**config.mk**
```make
export PLATFORM = sky130hd
export DESIGN_NAME = ici_unit
export DESIGN_NICKNAME = d
export VERILOG_FILES = /design/src/rtl/ici_pkg.sv /design/src/rtl/ici_rst_sync.sv /design/src/rtl/ici_port_decode.sv /design/src/rtl/ici_status_bank.sv /design/src/rtl/ici_read_port.sv /design/src/rtl/ici_unit.sv
export SDC_FILE = /design/constraint.sdc
export NUM_CORES = 1
export LEC_CHECK = 0
export BUFFER_PORTS_ARGS = -buffer_cell sky130_fd_sc_hd__clkbuf_2
export CELL_PAD_IN_SITES_DETAIL_PLACEMENT = 1
export CELL_PAD_IN_SITES_GLOBAL_PLACEMENT = 2
export CORE_AREA = 2 2 149 151
export CTS_CLUSTER_DIAMETER = 120
export CTS_CLUSTER_SIZE = 14
export DETAILED_ROUTE_END_ITERATION = 7
export DIE_AREA = 0 0 151 153
export PLACE_DENSITY_LB_ADDON = 0.08
export SLEW_MARGIN = 25
export SYNTH_ARGS = -nofsm -noshare
export SYNTH_HDL_FRONTEND = slang
export SYNTH_SLANG_ARGS = --single-unit
```
**constraint.sdc**
```tcl
create_clock -name clk -period 1.3 [get_ports clk]
set_input_delay 0.065 -clock clk [delete_from_list [all_inputs] [get_ports clk]]
set_output_delay 0.065 -clock clk [all_outputs]
set_load 0.03 [all_outputs]
```
**src/rtl/ici_pkg.sv**
```systemverilog
package ici_pkg;
  localparam int ADDR_W   = 16;
  localparam int DATA_W   = 32;
  localparam int ID_W     = 4;
  localparam int SND_LSB  = 16;
  localparam logic [ADDR_W-1:0] TRIG_OFS = 16'h3FFC;
endpackage

```
**src/rtl/ici_rst_sync.sv**
```systemverilog
module ici_rst_sync (
  input  logic clk,
  input  logic rst_n,
  output logic rst_sync_n
);
  logic stage_q;
  logic out_q;

  always_ff @(posedge clk or negedge rst_n) begin
    if (!rst_n) begin
      stage_q <= 1'b0;
      out_q   <= 1'b0;
    end else begin
      stage_q <= 1'b1;
      out_q   <= stage_q;
    end
  end

  assign rst_sync_n = out_q;
endmodule

```
**src/rtl/ici_port_decode.sv**
```systemverilog
module ici_port_decode
  import ici_pkg::*;
#(
  parameter int CORE_CNT = 4
) (
  input  logic                              clk,
  input  logic                              rst_n,
  input  logic                              req,
  input  logic                              we,
  input  logic [ADDR_W-1:0]                 addr,
  input  logic [DATA_W-1:0]                 wdata,
  output logic [CORE_CNT-1:0][CORE_CNT-1:0] set_map,
  output logic [CORE_CNT-1:0][CORE_CNT-1:0] clr_map,
  output logic                              rd_en,
  output logic                              rd_hit,
  output logic [ID_W-1:0]                   rd_idx
);
  localparam logic [ID_W:0] CNT_L = CORE_CNT[ID_W:0];

  logic [ID_W-1:0] snd_id;
  logic [ID_W-1:0] rcv_id;
  logic [ID_W-1:0] stat_idx;
  logic            is_trig;
  logic            trig_ok;
  logic            stat_hit;
  logic            stat_wr;
  logic            unused_bits;

  assign snd_id   = wdata[SND_LSB +: ID_W];
  assign rcv_id   = wdata[ID_W-1:0];
  assign stat_idx = addr[ID_W+1:2];

  assign is_trig  = req && we && (addr == TRIG_OFS);
  assign trig_ok  = is_trig && ({1'b0, snd_id} < CNT_L) && ({1'b0, rcv_id} < CNT_L);
  assign stat_hit = (addr[1:0] == 2'b00) && (addr[ADDR_W-1:ID_W+2] == '0)
                    && ({1'b0, stat_idx} < CNT_L);
  assign stat_wr  = req && we && stat_hit;

  assign rd_en  = req && !we;
  assign rd_hit = stat_hit;
  assign rd_idx = stat_idx;

  for (genvar r = 0; r < CORE_CNT; r++) begin : g_rcv
    for (genvar s = 0; s < CORE_CNT; s++) begin : g_snd
      assign set_map[r][s] = trig_ok && (rcv_id == ID_W'(r)) && (snd_id == ID_W'(s));
    end
    assign clr_map[r] = (stat_wr && (stat_idx == ID_W'(r))) ? wdata[CORE_CNT-1:0] : '0;
  end

  assign unused_bits = ^wdata;

  // A trigger naming an absent core must request no set
  assert_range_drop_R8: assert property (@(posedge clk) disable iff (!rst_n)
    (is_trig && (({1'b0, snd_id} >= CNT_L) || ({1'b0, rcv_id} >= CNT_L))) |-> (set_map == '0));

  // A write outside the mapped offsets must neither set nor clear
  assert_unmapped_quiet_R9: assert property (@(posedge clk) disable iff (!rst_n)
    (req && we && (addr != TRIG_OFS) && !stat_hit) |-> ((set_map == '0) && (clr_map == '0)));
endmodule

```
**src/rtl/ici_status_bank.sv**
```systemverilog
module ici_status_bank #(
  parameter int CORE_CNT = 4
) (
  input  logic                              clk,
  input  logic                              rst_n,
  input  logic [CORE_CNT-1:0][CORE_CNT-1:0] set_any,
  input  logic [CORE_CNT-1:0][CORE_CNT-1:0] clr_any,
  output logic [CORE_CNT-1:0][CORE_CNT-1:0] stat_q,
  output logic [CORE_CNT-1:0]               irq
);
  for (genvar r = 0; r < CORE_CNT; r++) begin : g_rcv
    logic [CORE_CNT-1:0] stat_d;
    logic                stat_en;

    always_comb begin
      stat_en = (|set_any[r]) || (|clr_any[r]);
      stat_d  = (stat_q[r] & ~clr_any[r]) | set_any[r];
    end

    always_ff @(posedge clk or negedge rst_n) begin
      if (!rst_n) begin
        stat_q[r] <= '0;
      end else if (stat_en) begin
        stat_q[r] <= stat_d;
      end
    end

    assign irq[r] = |stat_q[r];

    for (genvar s = 0; s < CORE_CNT; s++) begin : g_bit
      // A set request always lands, even against a clear
      assert_set_lands_R7: assert property (@(posedge clk) disable iff (!rst_n)
        set_any[r][s] |=> stat_q[r][s]);
      // A clear without a competing set empties the bit
      assert_clear_works_R4: assert property (@(posedge clk) disable iff (!rst_n)
        (clr_any[r][s] && !set_any[r][s]) |=> !stat_q[r][s]);
    end

    // With no request the bitmap holds
    assert_hold_R4: assert property (@(posedge clk) disable iff (!rst_n)
      ((set_any[r] == '0) && (clr_any[r] == '0)) |=> $stable(stat_q[r]));
  end
endmodule

```
**src/rtl/ici_read_port.sv**
```systemverilog
module ici_read_port
  import ici_pkg::*;
#(
  parameter int CORE_CNT = 4
) (
  input  logic                              clk,
  input  logic                              rst_n,
  input  logic                              rd_en,
  input  logic                              rd_hit,
  input  logic [ID_W-1:0]                   rd_idx,
  input  logic [CORE_CNT-1:0][CORE_CNT-1:0] stat_q,
  output logic [DATA_W-1:0]                 rdata
);
  logic [CORE_CNT-1:0] sel_stat;
  logic [DATA_W-1:0]   rdata_d;
  logic [DATA_W-1:0]   rdata_q;

  always_comb begin
    sel_stat = '0;
    for (int k = 0; k < CORE_CNT; k++) begin
      if (rd_idx == ID_W'(k)) sel_stat = stat_q[k];
    end
    rdata_d = rd_hit ? DATA_W'(sel_stat) : '0;
  end

  always_ff @(posedge clk or negedge rst_n) begin
    if (!rst_n) begin
      rdata_q <= '0;
    end else if (rd_en) begin
      rdata_q <= rdata_d;
    end
  end

  assign rdata = rdata_q;

  // Unmapped read returns zero
  assert_unmapped_zero_R9: assert property (@(posedge clk) disable iff (!rst_n)
    (rd_en && !rd_hit) |=> (rdata == '0));
  // Read data never carries bits above the core count
  assert_upper_zero_R3: assert property (@(posedge clk) disable iff (!rst_n)
    $past(rd_en) |-> (rdata[DATA_W-1:CORE_CNT] == '0));
endmodule

```
**src/rtl/ici_unit.sv**
```systemverilog
module ici_unit
  import ici_pkg::*;
#(
  parameter int CORE_CNT = 4
) (
  input  logic                         clk,
  input  logic                         rst_n,
  input  logic [CORE_CNT-1:0]          bus_req,
  input  logic [CORE_CNT-1:0]          bus_we,
  input  logic [CORE_CNT*ADDR_W-1:0]   bus_addr,
  input  logic [CORE_CNT*DATA_W-1:0]   bus_wdata,
  output logic [CORE_CNT*DATA_W-1:0]   bus_rdata,
  output logic [CORE_CNT-1:0]          ici_irq
);
  logic rst_sync_n;

  logic [CORE_CNT-1:0][CORE_CNT-1:0] set_map [CORE_CNT];
  logic [CORE_CNT-1:0][CORE_CNT-1:0] clr_map [CORE_CNT];
  logic [CORE_CNT-1:0]               rd_en;
  logic [CORE_CNT-1:0]               rd_hit;
  logic [ID_W-1:0]                   rd_idx [CORE_CNT];
  logic [CORE_CNT-1:0][CORE_CNT-1:0] set_any;
  logic [CORE_CNT-1:0][CORE_CNT-1:0] clr_any;
  logic [CORE_CNT-1:0][CORE_CNT-1:0] stat_q;

  ici_rst_sync u_rst_sync (
    .clk        (clk),
    .rst_n      (rst_n),
    .rst_sync_n (rst_sync_n)
  );

  for (genvar p = 0; p < CORE_CNT; p++) begin : g_port
    ici_port_decode #(.CORE_CNT(CORE_CNT)) u_dec (
      .clk     (clk),
      .rst_n   (rst_sync_n),
      .req     (bus_req[p]),
      .we      (bus_we[p]),
      .addr    (bus_addr[p*ADDR_W +: ADDR_W]),
      .wdata   (bus_wdata[p*DATA_W +: DATA_W]),
      .set_map (set_map[p]),
      .clr_map (clr_map[p]),
      .rd_en   (rd_en[p]),
      .rd_hit  (rd_hit[p]),
      .rd_idx  (rd_idx[p])
    );

    ici_read_port #(.CORE_CNT(CORE_CNT)) u_rd (
      .clk    (clk),
      .rst_n  (rst_sync_n),
      .rd_en  (rd_en[p]),
      .rd_hit (rd_hit[p]),
      .rd_idx (rd_idx[p]),
      .stat_q (stat_q),
      .rdata  (bus_rdata[p*DATA_W +: DATA_W])
    );
  end

  always_comb begin
    set_any = '0;
    clr_any = '0;
    for (int p = 0; p < CORE_CNT; p++) begin
      set_any = set_any | set_map[p];
      clr_any = clr_any | clr_map[p];
    end
  end

  ici_status_bank #(.CORE_CNT(CORE_CNT)) u_bank (
    .clk     (clk),
    .rst_n   (rst_sync_n),
    .set_any (set_any),
    .clr_any (clr_any),
    .stat_q  (stat_q),
    .irq     (ici_irq)
  );

  for (genvar r = 0; r < CORE_CNT; r++) begin : g_chk
    // An interrupt line only rises after a trigger for that receiver
    assert_irq_cause_R2: assert property (@(posedge clk) disable iff (!rst_sync_n)
      $rose(ici_irq[r]) |-> $past(|set_any[r]));
    // A line falls only when a clear was aimed at it
    assert_irq_drop_R5: assert property (@(posedge clk) disable iff (!rst_sync_n)
      $fell(ici_irq[r]) |-> $past(|clr_any[r]));
  end
endmodule

```
# Word-level counts from Yosys, hierarchy flattened
# Cells that the tools add are included.
dict set report word_totals {
  regBits 146
  input_bits 202
  output_inout_bits 132
  word_cells 284
}
dict set report op_classes {
  n_lt_le_gt_ge 12
  eq_ne 40
  n_mux 36
  bitwise 18
  reduce_logical 168
}
# operator count
set ops {}
lappend ops {{$mux W4} 36}
lappend ops {{$logic_and A1 B1 Y1} 128}
lappend ops {{$eq A4 B2 Y1 const B} 24}
lappend ops {{$or A16 B16 Y16} 6}
lappend ops {{$eq A16 B14 Y1 const B} 4}
lappend ops {{$eq A4 B1 Y1 const B} 12}
lappend ops {{$logic_not A4 Y1} 12}
lappend ops {{$lt A4 B3 Y1 const B} 12}
lappend ops {{$reduce_or A4 Y1} 12}
lappend ops {{$logic_not A10 Y1} 4}
lappend ops {{$and A4 B4 Y4} 4}
lappend ops {{$not A4 Y4} 4}
lappend ops {{$or A4 B4 Y4} 4}
lappend ops {{$logic_not A2 Y1} 4}
lappend ops {{$logic_not A1 Y1} 4}
lappend ops {{$logic_or A1 B1 Y1} 4}

# Depth between registers and ports, before layout
# Gate-level depths: netlist (run 1).
dict set report depth {
  depth_word 12
  ltp_mapped 6
  depth_no_buf 5
}

# Hierarchy
# A second synthesis (run 1) with hierarchy kept.
dict set report unflattened {
  cells_unflattened 603
  hier_area_um2 4628.2
}
# module n_inst cells_per_inst area_each_um2 seq_area_each_um2
set by_module_without_submodules {}
lappend by_module_without_submodules {ici_read_port 4 57 490.5 100.1}
lappend by_module_without_submodules {ici_port_decode 4 72 439.2 0.0}
lappend by_module_without_submodules {ici_status_bank 1 52 615.6 400.4}
lappend by_module_without_submodules {ici_unit 1 32 240.2 0.0}
lappend by_module_without_submodules {ici_rst_sync 1 3 53.8 50.0}

# Worst setup path before layout (run 1)
# Ideal clock, no wire load.
dict set report synth_timing {
  kind {input -> register}
  start {input bus_addr[49]}
  end {register u_bank.stat_q[3] in the netlist's numbering}
  setup_time_ps 138
  arrival_ps 1888
  t_required_ps 1162
  path_slack_ps -726
  stages 6
  n_path_buf 1
  cell_sequence {or4_4 > or4_4 > buf_6 > or4_1 > nand3_1 > o21ai_1}
}
dict set report synth_between {
  elab_chain_cells 10
  word_cells_on_any_way 23
  classes_between {1 x eq/ne; 1 x mux; 5 x bitwise; 16 x reduce/logical}
}
# item line_no
set synth_rtl {}
lappend synth_rtl {{from (decl)} ici_unit.sv:10} ;# input logic [CORE_CNT*ADDR_W-1:0] bus_addr,
lappend synth_rtl {{branches (longest 10 deep; another with $eq A16 B14 Y1)} -}
lappend synth_rtl {{to (signal, indexed assignment)} ici_status_bank.sv:24} ;# stat_q[r] <= stat_d;
lappend synth_rtl {{to (decl)} ici_status_bank.sv:8} ;# output logic [CORE_CNT-1:0][CORE_CNT-1:0] stat_q,
# Several ways; the timed one is not identified.
# A chain may end at the register's enable or synchronous reset.

# Worst setup path in the final report (run 1)
dict set report layout_timing {
  start {input bus_addr[58]}
  end {register u_bank.stat_q[3] in the netlist's numbering}
}
dict set report layout_between {
  elab_chain_cells 10
  word_cells_on_any_way 23
  classes_between {1 x eq/ne; 1 x mux; 5 x bitwise; 16 x reduce/logical}
}
# item line_no
set layout_rtl {}
lappend layout_rtl {{$logic_not A10 Y1} ici_port_decode.sv:35} ;# assign stat_hit = (addr[1:0] == 2'b00) && (addr[ADDR_W-1:ID_W+2] == '0)
lappend layout_rtl {{$logic_and A1 B1 Y1} ici_port_decode.sv:35}
lappend layout_rtl {{$logic_and A1 B1 Y1} ici_port_decode.sv:36} ;# && ({1'b0, stat_idx} < CNT_L);
lappend layout_rtl {{$logic_and A1 B1 Y1} ici_port_decode.sv:37} ;# assign stat_wr = req && we && stat_hit;
lappend layout_rtl {{$logic_and A1 B1 Y1} ici_port_decode.sv:47} ;# assign clr_map[r] = (stat_wr && (stat_idx == ID_W'(r))) ? wdata[CORE_CNT-1:0] : '0;
lappend layout_rtl {{$mux W4} ici_port_decode.sv:47}
lappend layout_rtl {{$or A16 B16 Y16} ici_unit.sv:63} ;# clr_any = clr_any | clr_map[p];
lappend layout_rtl {{$not A4 Y4} ici_status_bank.sv:17} ;# stat_d = (stat_q[r] & ~clr_any[r]) | set_any[r];
lappend layout_rtl {{$and A4 B4 Y4} ici_status_bank.sv:17}
lappend layout_rtl {{$or A4 B4 Y4} ici_status_bank.sv:17}
# Parallel ways exist; a longest one is shown, timed or not.

==> impl_metrics.py, run 1 <==
metrics = {
    "sta": {
        "whs_ns": 0.104,
        "clock.fmax_mhz": 554,
        "hold_violations": 0,
        "final.setup.worst_slack_ns": -0.504,
        "maxSlewViolCount": 0,
        "worst_pin_slew_ns": 0.877,
        "relSlewSlack_pct": 40.0,
        "period_minus_slack_ns": 1.80,
        "fin_crit_sh_pct": 139,
        "finClkSkew_ns": 0.00557,
        "setup_viol": 29,
        "rsz0062_at_grt": "true",
    },
    "critical_path": {
        "cp.required_ns": 1.42,
        "cp_max_fo": 10,
        "crit_top_cell": "or4_4",
        "end_kind": "flop",
        "rr_endpoint": "g_port[1].u_rd.rdata[0]$_DFFE_PN0P_",
        "r2r_cells": 3,
        "start_kind": "input pin",
        "r2r-start": "u_bank.stat_q[12]$_DFFE_PN0P_",
        "arrival_ns": 1.92,
        "critPathBufInv": 1,
        "crit_family": "simple AND/OR/NAND/NOR gates",
        "cp_slowest_stage_delay_ns": 0.64,
        "critPathSlowestCell": "or4_4",
        "rrSetupSlack_ns": -0.18,
        "crit_chain": "clkbuf_2 -> or4_4 -> or4_4 -> or4_1 -> nand3_1 -> o21ai_1",
        "crit_type": "input pin to flop",
    },
    "logic_synthesis": {
        "ys_types": 52,
        "yosysTopAreaCell": "dfrtp_1",
        "synthFlopType": "dfrtp_1",
        "yosys_warnings": 0,
        "synthCells": 562,
        "async_flop_share_pct": 100,
        "synth_edf_count": 0,
        "synth_top_area_share_pct": 20.0,
        "syn_avg_cell_area_sq_um": 7.57,
        "ys_ff_latch": 34,
        "netlist_area_sq_um": 4250,
        "synthTopCellsByArea": "dfrtp_1, buf_4, nor3_1",
        "yosysSeqAreaShare_pct": 20.0,
    },
    "placement": {
        "portBuffers": 125,
        "globalplace.congestion": 0.864,
        "dp.cells": 1107,
        "hpwl_um": 19100,
    },
    "floorplan": {
        "initial_utilization_pct": 19.8,
        "design.die.area_sq_um": 23100,
        "coreArea_sq_um": 21500,
        "ioPinCount": 334,
        "fp-row-count": 54,
        "die_height_um": 153,
        "die_x_um": 151,
    },
    "grt": {
        "grt_use_total_pct": 18.8,
        "antenna_found_initial": 0,
        "grt_max_degree": 33,
        "grt_pass1_wl_um": 32500,
        "grt_pass1_vias": 5448,
        "overflow": 0,
    },
    "routing": {
        "wl_per_cell_um": 19.6,
        "dr.pass1.iters": 4,
        "drc": 0,
        "ant_nets": 0,
        "route.vias.total": 5123,
        "drt_iter0_drc": 205,
        "wl_um": 22100,
        "vias_per_cell": 4.54,
    },
    "power": {
        "power_uw": 3590,
        "powerDensity_nw_per_um2": 555,
        "vdd_drop_max_mv": 0.441,
        "p_leak_uw": 0.00311,
    },
    "cts": {
        "worstSkewPairLatency_ns": 0.28,
        "cts-buffers-inserted": 5,
        "clkTransAtPathRegs_ns": 0.06,
        "cts_max_level": 2,
        "cts_tree": "yes",
        "cts_num_sinks": 34,
        "cts-root-buf": "clkbuf_16",
        "clockBufferDepth": 2,
    },
    "min_path": {
        "hold_path.class": "input pin to asynchronous set/reset pin",
    },
    "job": {
        "cap_violations": 0,
    },
    "outcome": {
        "status": "finished with violations",
        "violations": "negative setup slack",
    },
    "cells_and_area": {
        "final_cells": 1129,
        "nNetsFinal": 1050,
        "layout-drive-gt1-share_pct": 42.0,
        "final_common_cell": "buf_4",
        "area_growth_pct": 52.4,
        "n_antenna_cell": 0,
        "fill_cells": 2701,
        "utilization_pct": 30.2,
        "layout_common_cells": "buf_4, clkbuf_2, conb_1, nor3_1, nor2_1",
    },
}
-- how the worst max path moves through the flow --
| stage | slack (ns) | depth (start not counted) | end | from |
|---|---|---|---|---|
| 2_1_floorplan | -0.62 | 6 | u_bank.stat_q[3]$_DFFE_PN0P_ | bus_addr[58] |
| 3_3_place_gp | -0.77 | 6 | u_bank.stat_q[3]$_DFFE_PN0P_ | bus_addr[58] |
| 3_5_place_dp | -0.81 | 6 | u_bank.stat_q[11]$_DFFE_PN0P_ | bus_addr[58] |
| 4_1_cts | -0.50 | 6 | u_bank.stat_q[3]$_DFFE_PN0P_ | bus_addr[58] |
| 5_1_grt | -0.56 | 6 | u_bank.stat_q[9]$_DFFE_PN0P_ | bus_addr[58] |
| 6_report | -0.50 | 6 | u_bank.stat_q[3]$_DFFE_PN0P_ | bus_addr[58] |
-- cell type report --
type	count	area [sq um]	area share, %
Sequential cell	34	861	13.3
Inverter	13	48.8	0.753
Timing Repair Buffer	298	2040	31.5
Multi-Input combinational cell	496	3030	46.8
Tap cell	280	350	5.41
Clock buffer	7	143	2.20
Clock inverter	1	5.00	0.0772
-- logic make-up (layout without fill, tap and decap cells) --
kind of cell	Yosys count	in the layout	share of synthesized area (%)
and+or+nand+nor	274	274	36.6
buffers and inverters	143	319	22.7
AOI/OAI and AO/OA	97	97	16.6
DFF	34	34	20.0
muxes	12	12	3.94
other	2	113	0.177
-- through the flow --
| step | setup TNS, ns | worst slack, ns | area (sq um) |
|---|---|---|---|
| final | -8.52 | -0.504 | 6480 |
| after global routing | -10.32 | -0.562 | 6480 |
| after CTS | -8.73 | -0.500 | 6330 |
| after detailed placement | -15.44 | -0.806 | 6010 |
| after global placement | -15.01 | -0.772 | 6010 |
| after floorplan | -9.09 | -0.616 | 4730 |
-- registers in the layout (all words and copies together) (netlist names) --
register	flops
u_rst_sync.stage_q	1
u_bank.stat_q	16
u_rst_sync.rst_sync_n	1
g_port.u_rd.rdata	16
-- metal layers --
metal | global-route usage (%) | vias up | wire length [um] | part of all wire [%]
li1 | - | 2480 | - | -
met1 | 24.3 | 2481 | 9800 | 44
met2 | 32.8 | 137 | 10900 | 49
met3 | 2.54 | 25 | 942 | 4.3
met4 | 4.67 | 0 | 451 | 2.0
met5 | 0 | - | 0 | 0
-- cell usage after synthesis, types with 9 or more instances --
| cell | number |
|---|---|
| buf_4 | 112 |
| nor3_1 | 51 |
| nor2_1 | 39 |
| dfrtp_1 | 34 |
| nand2_1 | 34 |
| nand4_1 | 23 |
| nand3_1 | 21 |
| nor4_1 | 21 |
| o22ai_1 | 20 |
| o21ai_0 | 17 |
| clkbuf_1 | 15 |
| inv_1 | 13 |
| nand2b_1 | 13 |
| a22o_1 | 12 |
| or3_1 | 11 |
| and4_1 | 9 |
-- timing repair --
action,in CTS,in global routing
setup buffers,7,6
pin swaps,10,8
setup endpoints to repair,33,35
hold buffers,1,0
resized for setup,33,30
cloned,0,0
endpoints found under the hold margin,2,0
-- worst register-to-register path: stages (launching register included) --
cell and delay (ns):
dfrtp_1 0.40, or3_1 0.32, mux4_2 0.47, a22o_1 0.18
-- where the power goes --
| group | total, uW | switching (uW) | internal, uW |
|---|---|---|---|
| Combinational | 1280 | 873 | 407 |
| Sequential | 1060 | 1.66 | 1060 |
| Clock | 1250 | 489 | 761 |
| Total | 3590 | 1360 | 2230 |
(Power assumes the default switching activity.)
==> run 2: changes to the inputs <==
--- a/config.mk
+++ b/config.mk
@@ -8,13 +8,14 @@
 export BUFFER_PORTS_ARGS = -buffer_cell sky130_fd_sc_hd__clkbuf_2
 export CELL_PAD_IN_SITES_DETAIL_PLACEMENT = 1
 export CELL_PAD_IN_SITES_GLOBAL_PLACEMENT = 2
-export CORE_AREA = 2 2 149 151
+export CORE_AREA = 2 2 152 154
 export CTS_CLUSTER_DIAMETER = 120
 export CTS_CLUSTER_SIZE = 14
 export DETAILED_ROUTE_END_ITERATION = 7
-export DIE_AREA = 0 0 151 153
+export DIE_AREA = 0 0 154 156
 export PLACE_DENSITY_LB_ADDON = 0.08
 export SLEW_MARGIN = 25
 export SYNTH_ARGS = -nofsm -noshare
 export SYNTH_HDL_FRONTEND = slang
+export SYNTH_HIERARCHICAL = 1
 export SYNTH_SLANG_ARGS = --single-unit
==> run 2 against run 1 <==
  * The flow finishes with violations (design-rule violations, negative setup slack)
  * Clock power rose by 10%
  * Cell count stayed put
  * Synthesized area is 8.9% higher
  * Critical path depth down 4
  * Global-route usage shrank 1.4 points
  * Sequential share of layout area down 0.70 points
==> impl_metrics.py, run 2 <==
metrics = {
    "logic_synthesis": {
        "ys_ff_latch": 34,
        "synth_compound_area_share_pct": 9.08,
        "synth_xor_area_share_pct": 0,
        "synthFlopType": "dfrtp_1",
        "synth-adder-area-share_pct": 0,
        "synth_top_area_share_pct": 20.8,
        "ys_types": 30,
        "synthSimpleGateAreaFrac_pct": 45.9,
        "yosys_warnings": 6,
        "synthMuxAreaShare_pct": 2.92,
        "async_flop_share_pct": 100,
        "synth_common_cells": "nor2_1, buf_4, nand4_1, or4_1, dfrtp_1",
        "synthTopCellsByArea": "buf_4, dfrtp_1, nor2_1",
        "synth_edf_count": 0,
        "synthCells": 603,
        "yosysTopAreaCell": "buf_4",
        "netlist_area_sq_um": 4630,
        "yosysSeqAreaShare_pct": 18.4,
        "syn_avg_cell_area_sq_um": 7.68,
        "synth_top_family_by_area": "simple AND/OR/NAND/NOR gates",
        "yosysMostFrequentCell": "nor2_1",
    },
    "outcome": {
        "violations": "design-rule violations, negative setup slack",
        "status": "finished with violations",
    },
    "sta": {
        "final.setup.worst_slack_ns": -0.178,
        "setup_viol": 7,
        "period_minus_slack_ns": 1.48,
        "maxSlewViolCount": 0,
        "clock.fmax_mhz": 677,
        "rsz0062_at_grt": "true",
        "whs_ns": 0.0947,
        "fin_crit_sh_pct": 114,
        "finClkSkew_ns": 0.00402,
        "hold_violations": 0,
    },
    "routing": {
        "drc": 1,
        "wl_per_cell_um": 19.6,
        "wl_um": 22200,
        "vias_per_cell": 4.56,
        "drt_iter0_drc": 162,
        "route.vias.total": 5153,
        "dr.pass1.iters": 8,
        "ant_nets": 0,
    },
    "floorplan": {
        "die_x_um": 154,
        "initial_utilization_pct": 20.7,
        "die_height_um": 156,
        "ioPinCount": 334,
        "design.die.area_sq_um": 24000,
        "fp-row-count": 55,
        "coreArea_sq_um": 22400,
    },
    "cts": {
        "clockBufferDepth": 2,
        "clkTransAtPathRegs_ns": 0.06,
        "cts-root-buf": "clkbuf_16",
        "cts_num_sinks": 34,
        "cts_tree": "yes",
        "cts_max_level": 2,
        "worstSkewPairLatency_ns": 0.28,
        "cts-buffers-inserted": 5,
    },
    "power": {
        "powerDensity_nw_per_um2": 555,
        "p_sw_share_pct": 35.7,
        "clkPwrFrac_pct": 36.8,
        "p_comb_share_pct": 35.0,
        "p_switching_uw": 1340,
        "vdd_drop_max_mv": 0.420,
        "p_leak_uw": 0.00320,
        "p_seq_share_pct": 28.2,
        "intPower_uw": 2420,
    },
    "critical_path": {
        "r2r-start": "u_bank/stat_q[6]$_DFFE_PN0P_",
        "crit_type": "flop to output port",
        "start_kind": "flop",
        "cp_slowest_stage_delay_ns": 0.58,
        "r2r_cells": 5,
        "rrSetupSlack_ns": 0.01,
        "end_kind": "output port",
        "crit_chain": "or4_4 -> buf_8",
        "arrival_ns": 1.41,
        "cp.required_ns": 1.24,
        "critPathSlowestCell": "or4_4",
        "rr_endpoint": "g_port[1].u_rd/rdata[2]$_DFFE_PN0P_",
        "cp_max_fo": 2,
    },
    "grt": {
        "grt_max_degree": 33,
        "grt_use_met3_pct": 2.00,
        "busiest_layer": "met2",
        "antenna_found_initial": 0,
        "overflow": 0,
        "grt_pass1_wl_um": 31700,
        "grtUsageMet1_pct": 22.7,
        "grt_use_total_pct": 17.4,
        "grt_pass1_vias": 5274,
        "use_met2_pct": 31.2,
    },
    "placement": {
        "dp.cells": 1101,
        "portBuffers": 125,
        "globalplace.congestion": 0.809,
        "hpwl_um": 19000,
        "pre_cts_ws_ns": -0.390,
    },
    "cells_and_area": {
        "final_common_cell": "nor2_1",
        "n_antenna_cell": 0,
        "layout-drive-gt1-share_pct": 42.5,
        "layout_common_cells": "nor2_1, buf_4, conb_1, clkbuf_2, nand4_1",
        "area_growth_pct": 46.5,
        "utilization_pct": 30.3,
        "final_cells": 1129,
        "nNetsFinal": 1045,
    },
    "job": {
        "cap_violations": 0,
    },
    "min_path": {
        "hold_path.class": "input pin to asynchronous set/reset pin",
    },
}
==> run 2: cell types whose count changed after synthesis, sizes merged, moves of 18 or more <==
cell	delta
nor3	-52
o21ai	-18
inv	+19
nand2	-34
or4	+25
nor2	+113
==> run 2: worst max path at each step <==
stage               slack (ns)  cells after the start                         start                             to
floorplan                 0.01                      5                 bus_wdata[34]  u_bank/stat_q[10]$_DFFE_PN0P_
global placement         -0.39                      8                  bus_addr[13]  u_bank/stat_q[10]$_DFFE_PN0P_
detailed placement       -0.39                      6                  bus_addr[22]  u_bank/stat_q[12]$_DFFE_PN0P_
CTS                      -0.20                      2  u_bank/stat_q[1]$_DFFE_PN0P_                     ici_irq[0]
global route             -0.21                      2  u_bank/stat_q[0]$_DFFE_PN0P_                     ici_irq[0]
finish                   -0.18                      2  u_bank/stat_q[0]$_DFFE_PN0P_                     ici_irq[0]
==> run 2: through the flow <==
stage	area, sq um	setup TNS [ns]	power [uW]
after floorplan	5030	0	2000
after CTS	6300	-0.715	3710
after detailed placement	5880	-8.75	2260
final	6780	-0.560	3770
after global placement	5880	-8.55	2240
after global routing	6780	-1.18	3940
==> run 2: cell families (layout without fill, tap and decap cells) <==
family | count (synthesis) | after routing
AOI/OAI and AO/OA | 52 | 52
buffers and inverters | 160 | 293
and+or+nand+nor | 340 | 340
muxes | 12 | 12
DFF | 34 | 34
other | 5 | 113
==> run 2: layout make-up <==
class	instances	area, sq um
Inverter	32	120
Timing Repair Buffer	253	1910
Fill cell	2734	15600
Tap cell	285	357
Sequential cell	34	853
Multi-Input combinational cell	517	3380
Clock inverter	3	40.0
Clock buffer	5	125
==> run 2: routing by layer <==
metal  up-vias  routed length, um
li1       2475                  -
met1      2528              10100
met2       134              11200
met3        16                682
met4         0                213
met5         -                  0
==> run 2: worst max-delay path, delay by kind of cell, from the launching register on <==
kind                   cells  cell delay [ns]
DFF                        1             0.38
and+or+nand+nor            1             0.58
buffers and inverters      1             0.16
==> run 2: power by group through the flow <==
stage / combinational, uW / clock [uW] / sequential, uW
finish: 1320 / 1380 / 1060
global route: 1400 / 1470 / 1060
CTS: 1210 / 1430 / 1060
detailed placement: 1170 / 0 / 1080
global placement: 1160 / 0 / 1080
floorplan: 910 / 0 / 1100
==> run 2: what timing repair did <==
| item | CTS | global route |
|---|---|---|
| setup buffers | 10 | 9 |
| pin swaps | 42 | 64 |
| setup endpoints to repair | 16 | 34 |
| hold buffers | 1 | 0 |
| gates resized for setup | 35 | 132 |
| hold endpoints to repair | 2 | 0 |
==> run 3: changes to the inputs <==
--- a/config.mk
+++ b/config.mk
@@ -14,6 +14,7 @@
 export DETAILED_ROUTE_END_ITERATION = 7
 export DIE_AREA = 0 0 154 156
 export PLACE_DENSITY_LB_ADDON = 0.08
+export SETUP_SLACK_MARGIN = 0.15
 export SLEW_MARGIN = 25
 export SYNTH_ARGS = -nofsm -noshare
 export SYNTH_HDL_FRONTEND = slang
==> run 3 against run 2 <==
  * The flow finishes with violations (negative setup slack)
  * Critical path depth unchanged
  * Die area unchanged
  * Clock skew about the same
  * Cell count increased by 1.9%
  * Register-to-register slack got worse by 0.09 ns
  * First-iteration DRC count increased by 28%
  * Largest cell class unchanged
  * Clock power decreased by 10%
  * Highest routed layer unchanged
  * Worst setup slack improved by 0.0043 ns
  * Fmax increased by 0.29%
  * Flip-flop and latch count unchanged
  * Via count increased by 3.0%
==> impl_metrics.py, run 3 (same netlist as run 2, synthesis figures left out) <==
metrics = {
    "grt": {
        "overflow": 0,
        "grt_use_total_pct": 18.7,
        "grt_pass1_wl_um": 34000,
        "antenna_found_initial": 0,
        "grt_max_degree": 33,
        "grt_pass1_vias": 5494,
    },
    "floorplan": {
        "initial_utilization_pct": 20.7,
        "die_height_um": 156,
        "design.die.area_sq_um": 24000,
        "coreArea_sq_um": 22400,
        "fp-row-count": 55,
        "ioPinCount": 334,
        "die_x_um": 154,
    },
    "sta": {
        "fin_crit_sh_pct": 113,
        "setup_viol": 22,
        "finClkSkew_ns": 0.00420,
        "final.setup.worst_slack_ns": -0.174,
        "clock.fmax_mhz": 679,
        "maxSlewViolCount": 0,
        "rsz0062_at_grt": "true",
        "hold_violations": 0,
        "period_minus_slack_ns": 1.47,
    },
    "placement": {
        "pre_cts_ws_ns": -0.434,
        "portBuffers": 125,
        "globalplace.congestion": 0.808,
        "hpwl_um": 19400,
        "postPlaceCellArea_sq_um": 6050,
        "dp.cells": 1098,
    },
    "cts": {
        "cts_tree": "yes",
        "clockBufferDepth": 2,
        "cts-buffers-inserted": 5,
        "cts_max_level": 2,
        "worstSkewPairLatency_ns": 0.28,
        "cts_num_sinks": 34,
        "cts-root-buf": "clkbuf_16",
        "clkTransAtPathRegs_ns": 0.06,
    },
    "outcome": {
        "status": "finished with violations",
        "violations": "negative setup slack",
    },
    "routing": {
        "vias_per_cell": 4.61,
        "wl_um": 23400,
        "ant_nets": 0,
        "route.vias.total": 5307,
        "drc": 0,
        "wl_per_cell_um": 20.3,
        "dr.pass1.iters": 4,
        "drt_iter0_drc": 207,
    },
    "cells_and_area": {
        "nNetsFinal": 1067,
        "final_cells": 1151,
        "n_antenna_cell": 0,
        "layout_common_cells": "buf_4, nor2_1, conb_1, clkbuf_2, nand4_1",
        "final_common_cell": "buf_4",
        "area_growth_pct": 59.3,
        "utilization_pct": 33.0,
        "design_area_sq_um": 7370,
        "layout-drive-gt1-share_pct": 51.5,
    },
    "critical_path": {
        "cp_max_fo": 2,
        "critPathSlowestCell": "or4_4",
        "end_kind": "output port",
        "r2r_cells": 6,
        "crit_type": "flop to output port",
        "crit_start": "u_bank/stat_q[5]$_DFFE_PN0P_",
        "cp.required_ns": 1.24,
        "critPathBufInv": 1,
        "arrival_ns": 1.41,
        "rrSetupSlack_ns": -0.08,
        "cp.depth": 2,
        "crit_family": "simple AND/OR/NAND/NOR gates",
        "cp_slowest_stage_delay_ns": 0.55,
        "rr_endpoint": "g_port[3].u_rd/rdata[1]$_DFFE_PN0P_",
        "crit_chain": "or4_4 -> buf_8",
        "crit_end": "ici_irq[1]",
        "r2r-start": "u_bank/stat_q[5]$_DFFE_PN0P_",
        "start_kind": "flop",
    },
    "power": {
        "powerDensity_nw_per_um2": 497,
        "power_uw": 3670,
        "vdd_drop_max_mv": 0.442,
        "p_leak_uw": 0.00334,
    },
    "min_path": {
        "hold_path.class": "input pin to asynchronous set/reset pin",
    },
    "job": {
        "cap_violations": 0,
    },
}
run 3: how the worst min path moves through the flow:
stage                     slack [ns]                               to  depth (start not counted)
after floorplan                -0.23  u_rst_sync/rst_sync_n$_DFF_PN0_                          0
after global placement         -0.15  u_rst_sync/rst_sync_n$_DFF_PN0_                          1
after detailed placement       -0.15  u_rst_sync/rst_sync_n$_DFF_PN0_                          1
after CTS                       0.10  u_rst_sync/rst_sync_n$_DFF_PN0_                          2
after global routing            0.11     u_rst_sync/stage_q$_DFF_PN0_                          2
final                           0.10  u_rst_sync/rst_sync_n$_DFF_PN0_                          2
run 3: layout make-up:
cell class              count  area, sq um
well taps                 285          357
multi-input cells         517         3760
repair buffers            275         2120
clock buffers               7          143
flip-flops and latches     34          857
clock inverters             1         5.00
inverters                  32          128
fillers                  2712        15000
run 3: through the flow:
stage                     hold slack (ns)  setup TNS [ns]
final                               0.103           -1.13
after global routing                0.113           -2.47
after CTS                           0.100           -1.12
after detailed placement           -0.145           -7.88
after global placement             -0.146           -7.66
after floorplan                    -0.231               0
run 3: metal layers:
| metal | vias up | GRT usage, % | wire length [um] |
|---|---|---|---|
| li1 | 2519 | - | - |
| met1 | 2611 | 24.3 | 10300 |
| met2 | 158 | 33.7 | 11900 |
| met3 | 19 | 2.03 | 958 |
| met4 | 0 | 3.12 | 282 |
| met5 | - | 0 | 0 |
run 3: report_power, final:
part | total, uW | leakage (uW) | internal, uW | switching (uW)
clock | 1240 | 0.0000739 | 761 | 476
sequential | 1060 | 0.000462 | 1060 | 0.745
combinational | 1370 | 0.00281 | 474 | 892
total | 3670 | 0.00334 | 2300 | 1370
run 3: timing repair:
item                                    4_1_cts  5_1_grt
buffers inserted                             34       10
endpoints found under the setup margin       36       36
pin swaps                                    81       63
hold endpoints to repair                      2        0
hold buffers                                  1        0
gates resized for setup                     106      105
